**src/rtl/pwr_pkg.sv**
```systemverilog
package pwr_pkg;

    typedef enum logic [1:0] {
        PS_OFF = 2'b00,
        PS_ON  = 2'b01,
        PS_REQ = 2'b10
    } pwr_state_t;

    typedef struct packed {
        logic bus;
        logic ack;
        logic press;
    } pwr_evt_t;

    // Priority: bus presence, then host acknowledge, then button.
    function automatic pwr_state_t pwr_next(input pwr_state_t cur, input pwr_evt_t ev);
        pwr_state_t nxt;
        nxt = cur;
        if (ev.bus) begin
            nxt = PS_ON;
        end else if (ev.ack && cur != PS_OFF) begin
            nxt = PS_OFF;
        end else if (ev.press) begin
            case (cur)
                PS_OFF:  nxt = PS_ON;
                PS_ON:   nxt = PS_REQ;
                default: nxt = cur;
            endcase
        end
        return nxt;
    endfunction

endpackage

```
**src/rtl/pwr_btn_sync.sv**
```systemverilog
module pwr_btn_sync #(
    parameter int STAGES = 2
) (
    input  logic clk,
    input  logic rst,
    input  logic btn_n,
    output logic pressed
);
    logic [STAGES-1:0] chain;

    generate
        if (STAGES == 1) begin : g_one
            always_ff @(posedge clk) begin
                if (rst) chain <= 1'b1;
                else     chain <= btn_n;
            end
        end else begin : g_many
            always_ff @(posedge clk) begin
                if (rst) chain <= '1;
                else     chain <= {chain[STAGES-2:0], btn_n};
            end
        end
    endgenerate

    assign pressed = ~chain[STAGES-1];

endmodule

```
**src/rtl/pwr_debounce.sv**
```systemverilog
module pwr_debounce #(
    parameter int DEBOUNCE_CYC = 20000
) (
    input  logic clk,
    input  logic rst,
    input  logic pressed,
    input  logic rearm,
    output logic press_evt
);
    localparam int CNT_W = $clog2(DEBOUNCE_CYC + 1);
    localparam logic [CNT_W-1:0] LAST = CNT_W'(DEBOUNCE_CYC - 1);

    logic             armed;
    logic [CNT_W-1:0] cnt;

    assign press_evt = armed && pressed && (cnt == LAST);

    always_ff @(posedge clk) begin
        if (rst || rearm) begin
            armed <= 1'b0;
            cnt   <= '0;
        end else if (armed) begin
            if (!pressed) begin
                cnt <= '0;
            end else if (cnt == LAST) begin
                armed <= 1'b0;
                cnt   <= '0;
            end else begin
                cnt <= cnt + 1'b1;
            end
        end else begin
            if (pressed) begin
                cnt <= '0;
            end else if (cnt == LAST) begin
                armed <= 1'b1;
                cnt   <= '0;
            end else begin
                cnt <= cnt + 1'b1;
            end
        end
    end

    // an accepted press was seen held on the previous edge too
    p_evt_held_r2: assert property (@(posedge clk) disable iff (rst)
        press_evt |-> $past(pressed));

    // a press is never accepted on the edge right after a rearm
    p_rearm_blocks_r7: assert property (@(posedge clk) disable iff (rst)
        rearm |=> !press_evt);

endmodule

```
**src/rtl/pwr_fsm.sv**
```systemverilog
module pwr_fsm
    import pwr_pkg::*;
(
    input  logic clk,
    input  logic rst,
    input  logic press_evt,
    input  logic host_ack,
    input  logic vbus_ok,
    output logic state_chg,
    output logic pwr_en,
    output logic off_req
);
    pwr_state_t state, nxt;
    pwr_evt_t   ev;

    always_comb begin
        ev.bus   = vbus_ok;
        ev.ack   = host_ack;
        ev.press = press_evt;
        nxt      = pwr_next(state, ev);
        state_chg = (nxt != state);
    end

    always_ff @(posedge clk) begin
        if (rst) state <= PS_OFF;
        else     state <= nxt;
    end

    assign pwr_en  = (state != PS_OFF);
    assign off_req = (state == PS_REQ);

    // a request only exists while powered
    p_req_needs_on_r3: assert property (@(posedge clk) disable iff (rst)
        off_req |-> pwr_en);

    // bus presence forces on with no request
    p_bus_forces_on_r6: assert property (@(posedge clk) disable iff (rst)
        vbus_ok |=> (pwr_en && !off_req));

    // acknowledge without bus power shuts down
    p_ack_shuts_r4: assert property (@(posedge clk) disable iff (rst)
        (!vbus_ok && host_ack && pwr_en) |=> !pwr_en);

    // a pending request holds until ack or bus
    p_req_holds_r8: assert property (@(posedge clk) disable iff (rst)
        (off_req && !host_ack && !vbus_ok) |=> off_req);

endmodule

```
**src/rtl/pwr_button_ctrl.sv**
```systemverilog
module pwr_button_ctrl #(
    parameter int DEBOUNCE_CYC = 20000,
    parameter int SYNC_STAGES  = 2
) (
    input  logic clk,
    input  logic rst,
    input  logic btn_n,
    input  logic host_ack,
    input  logic vbus_ok,
    output logic pwr_en,
    output logic off_req
);
    logic pressed;
    logic press_evt;
    logic state_chg;

    pwr_btn_sync #(.STAGES(SYNC_STAGES)) u_sync (
        .clk     (clk),
        .rst     (rst),
        .btn_n   (btn_n),
        .pressed (pressed)
    );

    pwr_debounce #(.DEBOUNCE_CYC(DEBOUNCE_CYC)) u_deb (
        .clk       (clk),
        .rst       (rst),
        .pressed   (pressed),
        .rearm     (state_chg),
        .press_evt (press_evt)
    );

    pwr_fsm u_fsm (
        .clk       (clk),
        .rst       (rst),
        .press_evt (press_evt),
        .host_ack  (host_ack),
        .vbus_ok   (vbus_ok),
        .state_chg (state_chg),
        .pwr_en    (pwr_en),
        .off_req   (off_req)
    );

    // reset leaves the unit off
    p_reset_off_r1: assert property (@(posedge clk)
        $past(rst) |-> (!pwr_en && !off_req));

endmodule

```
**config.mk**
```make
export PLATFORM = sky130hd
export DESIGN_NAME = pwr_button_ctrl
export DESIGN_NICKNAME = d
export VERILOG_FILES = /design/src/rtl/pwr_pkg.sv /design/src/rtl/pwr_btn_sync.sv /design/src/rtl/pwr_debounce.sv /design/src/rtl/pwr_fsm.sv /design/src/rtl/pwr_button_ctrl.sv
export SDC_FILE = /design/constraint.sdc
export NUM_CORES = 1
export LEC_CHECK = 0
export BUFFER_PORTS_ARGS = -buffer_cell sky130_fd_sc_hd__buf_2
export CAP_MARGIN = 20
export CORE_AREA = 2 2 48 50
export CTS_CLUSTER_DIAMETER = 80
export CTS_CLUSTER_SIZE = 30
export DETAILED_ROUTE_END_ITERATION = 8
export DIE_AREA = 0 0 50 52
export GPL_ROUTABILITY_DRIVEN = 0
export PLACE_DENSITY = 0.76
export RECOVER_POWER = 100
export SLEW_MARGIN = 20
export SYNTH_ARGS = -nofsm -noshare
export SYNTH_HDL_FRONTEND = slang
export SYNTH_SLANG_ARGS = --single-unit
```
**constraint.sdc**
```tcl
create_clock -name clk -period 1.8 [get_ports clk]
set_input_delay 0.18 -clock clk [delete_from_list [all_inputs] [get_ports clk]]
set_output_delay 0.18 -clock clk [all_outputs]
set_load 0.005 [all_outputs]
```
==> insert_results.sql <==
INSERT INTO impl_metrics (metric_group, metric, value, unit) VALUES
('floorplanning', 'floorplan.die.width', '50', 'µm'),
('cts', 'cts_tree', 'built', ''),
('detailed_routing', 'wl_per_cell', '13.0', 'µm'),
('floorplanning', 'io-pin-count', '7', ''),
('synthesis', 'seq_area_frac_synth', '39.6', '%'),
('global_route', 'grt_first_pass_wirelength', '3130', 'µm'),
('detailed_routing', 'firstDrtPassIters', '4', ''),
('layout', 'area_growth', '22.5', '%'),
('detailed_routing', 'drc', '0', ''),
('layout', 'drive_above_1_share', '30.2', '%'),
('cts', 'worst_skew_pair.late_latency', '310', 'ps'),
('status', 'outcome', 'complete, no violations', ''),
('global_route', 'gr-total-overflow', '0', ''),
('cts', 'cts.clk_slew.worst_paths', '120', 'ps'),
('synthesis', 'yosysWarningCount', '0', ''),
('timing', 'timing.final.setup_violations', '0', ''),
('power_and_ir_drop', 'leakage_power_figure', '0.436', 'nW'),
('power_and_ir_drop', 'power_density', '735', 'nW/µm²'),
('detailed_routing', 'average_via_count_per_standard_cell', '5.52', ''),
('detailed_routing', 'routed_wl', '2010', 'µm'),
('timing', 'finalMaxSlewViolations', '0', ''),
('synthesis', 'average_cell_area_after_synthesis', '9.54', 'µm²'),
('timing', 'fmax', '564', 'MHz'),
('job', 'maxCapViolCount', '0', ''),
('cts', 'cts-htree-levels', '1', ''),
('cts', 'clk_path_buf_depth', '2', ''),
('setup_path', 'startpoint_type', 'register', ''),
('placement', 'hpwl', '1390', 'µm'),
('global_route', 'antenna_found_initial', '0', ''),
('cts', 'cts_inserted_buffers', '3', ''),
('layout', 'design.final.nets', '136', ''),
('global_route', 'first_global_vias', '781', ''),
('detailed_routing', 'routed-via-count', '850', ''),
('cts', 'holdBufCountCts', '0', ''),
('synthesis', 'count_of_state_elements_after_synthesis', '20', ''),
('layout', 'layout.cell_area.non_filler', '1240', 'µm²'),
('placement', 'numPortBuffers', '6', ''),
('timing', 'hold-worst-slack', '49.8', 'ps'),
('placement', 'dpl-instance-area', '1120', 'µm²'),
('setup_path', 'required', '2020', 'ps'),
('power_and_ir_drop', 'fin_total_pwr', '910', 'µW'),
('timing', 'relSlewSlack', '74.0', '%'),
('layout', 'final_cell_mix', 'sky130_fd_sc_hd__nor3_1 (18), sky130_fd_sc_hd__dfxtp_1 (17), sky130_fd_sc_hd__xnor2_1 (11), sky130_fd_sc_hd__buf_4 (11), sky130_fd_sc_hd__inv_1 (8)', ''),
('cts', 'cts-root-buf', 'sky130_fd_sc_hd__clkbuf_4', ''),
('floorplanning', 'std_cell_rows', '17', ''),
('synthesis', 'syn_area', '1010', 'µm²'),
('floorplanning', 'die-height', '52', 'µm'),
('floorplanning', 'die-area', '2600', 'µm²'),
('timing', 'period_share', '98.6', '%'),
('timing', 'min_period', '1770', 'ps'),
('detailed_routing', 'antenna_left', '0', ''),
('floorplanning', 'coreArea', '2110', 'µm²'),
('global_route', 'grt_start_max_net_pins', '17', ''),
('layout', 'mostFrequentLayoutCell', 'sky130_fd_sc_hd__nor3_1', ''),
('hold_path', 'hold_path_class', 'primary input to register', ''),
('floorplanning', 'initial_utilization', '48.0', '%'),
('setup_path', 'cp_max_fo', '4', ''),
('detailed_routing', 'initialDrtViolationCount', '24', ''),
('timing', 'fin_worst_skew', '6.34', 'ps'),
('timing', 'final_hold_viol_count', '0', ''),
('setup_path', 'setup.worst_path.end_class', 'register', ''),
('timing', 'grt_setup_unrepaired', 'yes', ''),
('synthesis', 'syn_inst', '106', ''),
('layout', 'antennaDiodeCount', '0', ''),
('synthesis', 'syn-num-nets', '115', ''),
('power_and_ir_drop', 'vdd.ir_drop.worst', '0.518', 'mV'),
('timing', 'worstMarginPinSlew', '386', 'ps'),
('setup_path', 'timing.critical_path.arrival', '2000', 'ps'),
('cts', 'cts.sink_count', '20', ''),
('global_route', 'grt_usage', '15.6', '%'),
('setup_path', 'critical_path_class', 'register to register', ''),
('synthesis', 'synth.lib_cells_used.distinct', '29', ''),
('timing', 'setup_tns', '0', 'ps');
registers in the layout, summed over array words and instances (netlist names), named ones only:
signal and flops:
u_deb.cnt 15, u_fsm.state 2, u_sync.chain 2
cells by family (layout without fill, tap and decap cells):
logic type	Yosys count	in the layout	share of synthesized area, %
AOI/OAI and AO/OA	6	7	5.82
xor gates and xnor gates	14	14	12.1
adders and majority gates	4	4	4.95
buffers and inverters	10	29	5.57
DFF	20	20	39.6
muxes	3	3	2.97
and+or+nand+nor	49	49	29.0
cell type report:
type | instances | area [µm²]
repair buffers | 17 | 111
inverters | 8 | 30.0
multi-input cells | 77 | 606
fillers | 180 | 867
flip-flops and latches | 20 | 404
clock inverters | 1 | 30.0
clock buffers | 3 | 22.5
well taps | 28 | 35.0
power by group:
group          switching [mW]  internal (mW)
Clock                   0.142          0.225
Sequential            0.00605          0.452
Combinational          0.0481         0.0375
Total                   0.196          0.714
worst max-delay path, cell delays in order (launching register included):
cell,delay [ps]
sky130_fd_sc_hd__dfxtp_2,340
sky130_fd_sc_hd__or4b_4,560
sky130_fd_sc_hd__nor4_4,260
sky130_fd_sc_hd__buf_4,180
sky130_fd_sc_hd__mux2i_1,170
sky130_fd_sc_hd__nor4b_2,190
layer usage:
layer / global-route usage [%] / vias to the layer above / share of wire, %
met5: 0 / - / 0
met4: 8.80 / 0 / 1.9
met3: 2.01 / 5 / 3.4
met2: 27.6 / 24 / 49
met1: 18.2 / 402 / 45
li1: - / 419 / -
through the flow:
step                cells  setup WS, ps  utilization [%]
CTS                   152          11.2             56.4
detailed placement    148         -5.62             53.4
floorplan             106          70.4                -
finish                154          25.8             58.8
global route          154         -52.7             58.8
global placement      148          27.2             53.4
what timing repair did:
action / CTS / global route
endpoints found under the setup margin: 1 / 17
pin swaps: 1 / 2
setup buffers: 0 / 1
cloned: 0 / 1
gates resized for setup: 2 / 9
final timing paths:
kind              slack [ps]                  startpoint                          to  cells past startpoint
hold / removal            50                       btn_n  u_sync.chain[0]$_SDFF_PP1_                      2
setup reg to reg          30    u_deb.cnt[13]$_SDFF_PP0_   u_fsm.state[1]$_SDFF_PP0_                      5
hold reg to reg          430  u_sync.chain[0]$_SDFF_PP1_  u_sync.chain[1]$_SDFF_PP1_                      1
setup / recovery          30    u_deb.cnt[13]$_SDFF_PP0_   u_fsm.state[1]$_SDFF_PP0_                      5
Yosys cell counts:
cell type,number,area (µm²)
sky130_fd_sc_hd__o31ai_1,1,7.51
sky130_fd_sc_hd__nand4_1,3,18.8
sky130_fd_sc_hd__inv_1,8,30.0
sky130_fd_sc_hd__a22o_1,1,8.76
sky130_fd_sc_hd__xor2_1,3,26.3
sky130_fd_sc_hd__buf_6,1,11.3
sky130_fd_sc_hd__xnor2_1,11,96.3
sky130_fd_sc_hd__nand2_1,5,18.8
sky130_fd_sc_hd__nor4_1,3,18.8
sky130_fd_sc_hd__or4b_4,1,13.8
sky130_fd_sc_hd__mux2i_1,3,30.0
sky130_fd_sc_hd__nor4_2,1,12.5
sky130_fd_sc_hd__a31o_2,1,8.76
sky130_fd_sc_hd__or4b_1,1,10.0
sky130_fd_sc_hd__a211oi_1,1,7.51
sky130_fd_sc_hd__ha_1,4,50.1
sky130_fd_sc_hd__a211o_4,1,17.5
sky130_fd_sc_hd__nand3_1,5,25.0
sky130_fd_sc_hd__or2_2,2,12.5
sky130_fd_sc_hd__nor3_1,18,90.1
sky130_fd_sc_hd__nand4b_1,1,8.76
sky130_fd_sc_hd__nand2b_2,1,8.76
sky130_fd_sc_hd__nor2_1,5,18.8
sky130_fd_sc_hd__dfxtp_1,20,400
sky130_fd_sc_hd__a2bb2oi_1,1,8.76
sky130_fd_sc_hd__buf_8,1,15.0
sky130_fd_sc_hd__nor4_4,1,21.3
sky130_fd_sc_hd__nor4b_1,1,8.76
sky130_fd_sc_hd__nor2b_1,1,6.26
Note: power is estimated with default switching activity, not from simulation.
